<file path="src/rtl/speech_level_ctl.sv">
module speech_level_ctl #(
  parameter int W         = 16,
  parameter int K         = 7,
  parameter int HANG      = 256,
  parameter int THR_GC_LO = 1390,
  parameter int THR_GC_HI = 3699,
  parameter int THR_ACT   = 139,
  parameter int THR_CLIP  = 20,
  parameter int GAIN_MIN  = 12316
) (
  input  logic                clk,
  input  logic                rst_n,
  input  logic                in_valid,
  input  logic signed [W-1:0] rin_smp,
  input  logic signed [W-1:0] sin_smp,
  input  logic                gc_en,
  input  logic                att_en_n,
  input  logic                clip_en,
  output logic                out_valid,
  output logic signed [W-1:0] rout_smp,
  output logic signed [W-1:0] sout_smp
);
  localparam int PW = W + 1;
  localparam int FB = W - 1;
  localparam int QW = PW + FB;
  localparam int MW = 2 * W + 1;
  localparam int HW = $clog2(HANG + 1);
  localparam logic [W-1:0]         UNITY = {1'b1, {FB{1'b0}}};
  localparam logic [PW-1:0]        LO    = PW'(THR_GC_LO);
  localparam logic [PW-1:0]        HI    = PW'(THR_GC_HI);
  localparam logic [PW-1:0]        ACT   = PW'(THR_ACT);
  localparam logic [PW-1:0]        CLIP  = PW'(THR_CLIP);
  localparam logic signed [MW-1:0] HALF  = MW'(64'sd1 <<< (FB - 1));
  localparam logic signed [MW-1:0] MAXV  = MW'((64'sd1 <<< (W - 1)) - 64'sd1);
  localparam logic signed [MW-1:0] MINV  = MW'(-(64'sd1 <<< (W - 1)));

  function automatic logic [PW-1:0] est_next(input logic [PW-1:0] p,
                                             input logic signed [W-1:0] x);
    logic [PW-1:0]        mag;
    logic signed [PW+1:0] d;
    mag = x[W-1] ? PW'(-{x[W-1], x}) : {1'b0, x};
    d   = $signed({2'b00, mag}) - $signed({2'b00, p});
    d   = d >>> K;
    return p + d[PW-1:0];
  endfunction

  function automatic logic [HW-1:0] hang_next(input logic [HW-1:0] c,
                                              input logic [PW-1:0] p);
    if (p > ACT)       return HW'(HANG);
    else if (c != '0)  return c - 1'b1;
    else               return c;
  endfunction

  logic [PW-1:0] rin_p, sin_p;
  logic [HW-1:0] rin_cnt, sin_cnt;
  logic [PW-1:0] rin_pn, sin_pn;

  assign rin_pn = est_next(rin_p, rin_smp);
  assign sin_pn = est_next(sin_p, sin_smp);

  logic [PW-1:0] divisor;
  logic [QW-1:0] quot;
  logic [W-1:0]  gain;

  assign divisor = (rin_p == '0) ? PW'(1) : rin_p;
  assign quot    = {LO, {FB{1'b0}}} / QW'(divisor);

  always_comb begin
    if (!gc_en || rin_p <= LO) gain = UNITY;
    else if (rin_p >= HI)      gain = W'(GAIN_MIN);
    else                       gain = quot[W-1:0];
  end

  logic signed [MW-1:0] prod, scaled;
  logic signed [W-1:0]  rin_g;

  assign prod   = rin_smp * $signed({1'b0, gain});
  assign scaled = (prod + HALF) >>> FB;

  always_comb begin
    if (scaled > MAXV)      rin_g = MAXV[W-1:0];
    else if (scaled < MINV) rin_g = MINV[W-1:0];
    else                    rin_g = scaled[W-1:0];
  end

  logic rin_act, sin_act, loss_sout, loss_rin, quiet;
  logic signed [W-1:0] rin_y, sout_a, sout_y;

  assign rin_act   = rin_cnt != '0;
  assign sin_act   = sin_cnt != '0;
  assign loss_sout = !att_en_n && rin_act && !sin_act;
  assign loss_rin  = !att_en_n && !loss_sout;
  assign quiet     = clip_en && (sin_p < CLIP);

  assign rin_y  = loss_rin  ? (rin_g >>> 1)   : rin_g;
  assign sout_a = loss_sout ? (sin_smp >>> 1) : sin_smp;
  assign sout_y = quiet     ? '0              : sout_a;

  always_ff @(posedge clk or negedge rst_n) begin
    if (!rst_n) begin
      out_valid <= 1'b0;
      rout_smp  <= '0;
      sout_smp  <= '0;
      rin_p     <= '0;
      sin_p     <= '0;
      rin_cnt   <= '0;
      sin_cnt   <= '0;
    end else begin
      out_valid <= in_valid;
      if (in_valid) begin
        rout_smp <= rin_y;
        sout_smp <= sout_y;
        rin_p    <= rin_pn;
        sin_p    <= sin_pn;
        rin_cnt  <= hang_next(rin_cnt, rin_pn);
        sin_cnt  <= hang_next(sin_cnt, sin_pn);
      end
    end
  end
endmodule

</file>
<file path="config.mk">
export PLATFORM = sky130hd
export DESIGN_NAME = speech_level_ctl
export DESIGN_NICKNAME = d
export VERILOG_FILES = /design/src/rtl/speech_level_ctl.sv
export SDC_FILE = /design/constraint.sdc
export NUM_CORES = 2
export LEC_CHECK = 0
export BUFFER_PORTS_ARGS = -buffer_cell sky130_fd_sc_hd__buf_4
export CORE_MARGIN = 2
export CORE_UTILIZATION = 40
export CTS_CLUSTER_DIAMETER = 200
export DETAILED_ROUTE_END_ITERATION = 7
export PLACE_DENSITY = 0.52
export SLEW_MARGIN = 20
export SYNTH_ARGS = -nofsm -noshare
export SYNTH_HDL_FRONTEND = slang
export SYNTH_SLANG_ARGS = --single-unit
</file>
<file path="constraint.sdc">
create_clock -name clk -period 227.1 [get_ports clk]
set_input_delay 45.42 -clock clk [delete_from_list [all_inputs] [get_ports clk]]
set_output_delay 45.42 -clock clk [all_outputs]
set_load 0.005 [all_outputs]
</file>
# Word level (Yosys, flattened, before mapping)

Index checks and enable logic that the tools add are counted.

Bits in registers: 85
Bits of input ports: 38
Output and inout port bits: 33
Word-level logic and storage cells: 55

Add/sub/neg operators: 9
$mul: 1
Divide/modulo/power cells: 1
$lt $le $gt $ge: 7
Muxes and demuxes: 14
Reductions and logical operators: 16

Operators by type and width:

| operator                                              | count |
|---|---|
| two-way mux 16 bit                                    | 5 |
| two-way mux 17 bit                                    | 3 |
| two-way mux 9 bit                                     | 4 |
| subtractor 17 x 17 -> 18 bit                          | 2 |
| adder 17 bit                                          | 2 |
| > comparator 17 x 8 -> 1 bit, second input constant   | 2 |
| negation 17 bit                                       | 2 |
| adder 33 x 16 -> 33 bit, second input constant        | 1 |
| multiplier 16 x 17 -> 33 bit                          | 1 |
| divider 26 x 17 -> 32 bit, first input constant       | 1 |
| two-way mux 15 bit                                    | 2 |
| > comparator 18 x 16 -> 1 bit, second input constant  | 1 |
| < comparator 18 x 16 -> 1 bit, second input constant  | 1 |
| nonzero test 9 bit                                    | 2 |
| subtractor 9 x 1 -> 9 bit, second input constant      | 2 |
| >= comparator 17 x 12 -> 1 bit, second input constant | 1 |
| <= comparator 17 x 11 -> 1 bit, second input constant | 1 |
| zero test 17 bit                                      | 1 |
| < comparator 17 x 5 -> 1 bit, second input constant   | 1 |
| logical AND 1 bit                                     | 4 |
| zero test 1 bit                                       | 4 |
| AND reduction 2 bit                                   | 2 |
| nonzero test 2 bit                                    | 2 |
| logical OR 1 bit                                      | 1 |

# Depth between registers and ports, before layout

Word-level depth: 11
Depth in mapped cells: 503
Depth with buffers taken out: 457

# Worst setup path before layout

No wires, ideal clock.

Kind: reg-to-reg
Start: register rin_p[0]
End: register rout_smp[13]
Library setup time: 0.128 ns
Arrival time: 89.484 ns
Data required time: 226.972 ns
Path slack: 137.489 ns
Cell stages (with the launch flop): 464
Path buffers: 60
Period minus slack after synthesis: 89.611 ns
Cell sequence: dfrtp_1 -> clkbuf_1 -> clkbuf_1 -> inv_1 -> o41ai_4 -> nand2_2 -> clkbuf_1 -> buf_1 -> clkbuf_1 -> clkbuf_1 -> clkbuf_1 -> buf_1 -> nor2_1 -> ha_1 -> a21o_1 -> a21oi_1 -> o21ai_0 -> o32ai_1 -> [... 428 more ...] -> fa_1 -> inv_1 -> fa_1 -> inv_1 -> ha_1 -> nand2_1 -> nand2_1 -> a21o_1 -> a21oi_1 -> nor2b_1 -> o21ai_0 -> nand2b_1 -> o2111ai_2 -> a21oi_1 -> o21a_1 -> or4_1 -> o2111ai_1 -> a21oi_1

Word-level cells in the longest chain between the ends: 11
Elaborated cells on any way between the ends: 15
Those cells by class: 1 x add/sub; 1 x mul; 1 x div; 4 x order compare; 6 x mux; 2 x reduce/logical

Ends and longest elaborated chain:

| element                        | RTL line | text |
|---|---|---|
| start, declared                | 54       | `logic [PW-1:0] rin_p, sin_p;` |
| start signal, assigned         | 113      | `rin_p <= rin_pn;` |
| zero test 17 bit               | 65       | `assign divisor = (rin_p == '0) ? PW'(1) : rin_p;` |
| two-way mux 17 bit             | 65       |  |
| divider 26 x 17 -> 32 bit      | 66       | `assign quot = {LO, {FB{1'b0}}} / QW'(divisor);` |
| two-way mux 16 bit             | 70       | `else if (rin_p >= HI) gain = W'(GAIN_MIN);` |
| two-way mux 16 bit *           | 69       | `if (!gc_en \|\| rin_p <= LO) gain = UNITY;` |
| multiplier 16 x 17 -> 33 bit * | 77       | `assign prod = rin_smp * $signed({1'b0, gain});` |
| adder 33 x 16 -> 33 bit *      | 78       | `assign scaled = (prod + HALF) >>> FB;` |
| < comparator 18 x 16 -> 1 bit  | 82       | `else if (scaled < MINV) rin_g = MINV[W-1:0];` |
| two-way mux 16 bit             | 82       |  |
| two-way mux 16 bit *           | 81       | `if (scaled > MAXV) rin_g = MAXV[W-1:0];` |
| two-way mux 15 bit *           | 95       | `assign rin_y = loss_rin ? (rin_g >>> 1) : rin_g;` |
| end signal, assigned           | 111      | `rout_smp <= rin_y;` |
| end, declared                  | 20       | `output logic signed [W-1:0] rout_smp,` |

Every way passes the cells marked *; elsewhere a longest branch is shown, timed or not.
A chain may end at the register's enable or synchronous reset.

# Worst setup path in the final report

Start: register rin_p[16]
End: register rout_smp[6]

The elaborated chain is that of the path after synthesis.

==> flow_summary.ini <==
[status]
status = finished, final reports clean

[clock_network]
clkSlewWorstSetupHoldPaths_ns = 0.07
clockBufferDepth = 2
clock_latency_ns = 0.35
cts_tree = done
clock_tree.root_cell = sky130_fd_sc_hd__clkbuf_16
cts_hold_buffers = 0
ctsResizeCount = 0
number_of_cts_inserted_buffers = 9
number_of_setup_buffers_added_after_cts = 0
cts.htree.levels = 3
clock_sink_count = 85

[setup_path]
cp-end-kind = flop
worst-endpoint-required_ns = 227.31
ff2ff_path_depth = 421
rrSetupSlack_ns = 122.98
path_common_cell = sky130_fd_sc_hd__a21oi_1
worst_r2r_endpoint = rout_smp[6]
timing.critical_path.from_type = flop
timing_worst_setup_path_type = reg2reg
critical_path_fanout_max = 41
timing.critical_path.slowest_cell_delay_ns = 0.86
arrival_ns = 104.33
critical_path.slowest_cell = sky130_fd_sc_hd__a2111oi_4
reg2reg_from = rin_p[16]

[run]
max_cap_viol_count = 0

[cells_and_area]
fin_nets = 6524
most_common_cell_after_layout_fill_and_taps_aside = sky130_fd_sc_hd__ha_1
mostFrequentLayoutCells = sky130_fd_sc_hd__ha_1 (560), sky130_fd_sc_hd__nand2_1 (537), sky130_fd_sc_hd__inv_1 (501), sky130_fd_sc_hd__a21oi_1 (477), sky130_fd_sc_hd__nor2_1 (466)
syn_to_final_growth_pct = 5.452
drive_gt1_frac = 0.06870

[logic_synthesis]
post_synth_num_cell_types = 134
yosysSeqAreaShare = 0.05013
syn_inst = 5785
ys_warn_count = 0
synthSimpleGateAreaFrac = 0.2177
post-synth-top-area-fraction = 0.1651
synthDominantAreaCellType = sky130_fd_sc_hd__ha_1
post_synth_edffs = 0
synth_async_sr_flop_share = 1.000
synthFlopType = sky130_fd_sc_hd__dfrtp_1
synth_compound_gate_area_share = 0.2909
largest_family_of_logic_cells_by_synthesized_area = compound AO/OA/AOI/OAI gates
flip_flop_and_latch_count_after_synthesis = 85
synth.area.mux_share = 0.03922
synth.avg_cell_area_um2 = 7.334
mapped_cell_area_um2 = 42430
synthAdderAreaFrac = 0.2576
parity_gate_share_of_the_synthesized_area_counting_xor_and_xnor_cells = 0.08039
synthTopCellsByArea = sky130_fd_sc_hd__ha_1 (17%), sky130_fd_sc_hd__fa_1 (9.2%), sky130_fd_sc_hd__a21oi_1 (5.7%)

[timing]
final.setup.tns_ns = 0
timing_max_transition_violations_final = 0
slew_at_the_pin_with_the_worst_max_slew_slack_ns = 1.149
finalHoldViolations = 0
rsz0062_at_grt = no
final_min_period_over_clock_period = 0.4585
timing.slew.headroom = 0.2272
fin_worst_skew_ns = 0.007685
hold_ws_ns = 0.4908
final-setup-viol-count = 0
timing.final.crit_period_ns = 104.12
achievable-frequency_mhz = 9.604

[route]
drc_errors = 0
detailedRoute.firstPassIterationCount = 6
route.detailed.wl_per_inst_um = 20.99
dr_total_vias = 42542
antenna_left = 0
vias_per_cell = 5.967
detail_route.iter0.violations = 2979
drt-total-wl_um = 149600

[global_routing]
grt_pass1_vias = 41152
grt_antenna_before_repair = 2
grt_start_max_net_pins = 88
grt.overflow.total = 0
grt_first_pass_wirelength_um = 234300
gr-usage-all-layers = 0.2688

[floorplan]
placement_rows = 119
ios = 71
start_util = 0.4031
dieArea_um2 = 108700
die_w_um = 329.7
floorplan.die.height_um = 329.7
core_area_um2 = 105300

[hold_path]
holdCritStartpoint = sout_smp[14]
worst_hold_stages = 1
hold_end = sout_smp[14]
hold_path.class = reg2reg

[placement]
place.gp.congestion = 0.9508
port_buffers = 70
dp_hpwl_um = 119200
[state kept, by name, summed over array words and instances (netlist names)]
register	cells
sin_cnt	9
sout_smp	16
rout_smp	16
sin_p	17
rin_p	17
out_valid	1
rin_cnt	9
[how the worst max path moves through the flow]
stage              start           end  cells past startpoint
6_report       rin_p[16]   rout_smp[6]                    421
5_1_grt        rin_p[16]  rout_smp[12]                    431
4_1_cts        rin_p[16]  rout_smp[12]                    423
2_1_floorplan   rin_p[0]  rout_smp[13]                    463
3_5_place_dp   rin_p[16]   rout_smp[6]                    423
3_3_place_gp   rin_p[16]  rout_smp[12]                    420
[cell families (layout without fill, tap and decap cells)]
| family | count (synthesis) | count (layout) |
|---|---|---|
| XOR/XNOR | 383 | 383 |
| multiplexers | 154 | 154 |
| buffers and inverters | 709 | 657 |
| adder cells (fa/ha/maj) | 756 | 756 |
| AO/OA/AOI/OAI | 1819 | 1819 |
| AND/OR/NAND/NOR | 1878 | 1878 |
| other | 1 | 6 |
| flip-flops | 85 | 85 |
[area by class of cell]
| type | instances | area [um^2] |
|---|---|---|
| multi-input combinational | 4993 | 37630 |
| timing repair buffer | 133 | 1018 |
| clock buffer | 11 | 232.7 |
| tap | 1391 | 1740 |
| antenna | 3 | 7.507 |
| fill | 10915 | 60520 |
| clock inverter | 5 | 75.07 |
| sequential | 85 | 2127 |
| inverter | 508 | 1907 |
[layer usage]
metal / vias up / part of all wire / global-route usage
li1: 20860 / - / -
met1: 20344 / 0.44 / 0.3495
met2: 1119 / 0.48 / 0.4734
met3: 219 / 0.042 / 0.01784
met4: 0 / 0.033 / 0.08370
met5: - / 0 / 0
[per-stage QoR]
stage	setup WS, ns	area, um^2	instances	utilization
after floorplan	137.49	42440	5787	-
after global placement	126.79	44400	7109	0.4217
after detailed placement	124.58	44400	7109	0.4217
after CTS	124.09	44700	7125	0.4247
after global routing	113.26	44740	7126	0.4250
final	122.98	44740	7129	0.4250
[cells in the mapped netlist, drive strengths merged, types with 76 or more instances]
library cell,count
clkbuf,150
fa,196
xnor2,274
a21oi,483
nor3,144
o31ai,76
dfrtp,85
xor2,109
inv,505
o21ai,396
nand2b,84
and3,80
nand3,111
nand2,540
ha,560
o21a,106
a21o,157
and2,97
mux2,92
nor2,472
[worst max-delay path: cells and delay by family, from the launching register on]
kind | cells | cell delay (ns)
buf+inv | 22 | 2.86
flops | 1 | 0.58
fa+ha+maj | 36 | 13.06
mux | 6 | 2.33
compound gates | 263 | 59.41
simple gates | 94 | 25.52
Power is left out: the tool's default activity adds up to more than one toggle a clock period on the data nets, which glitch-free logic cannot reach.
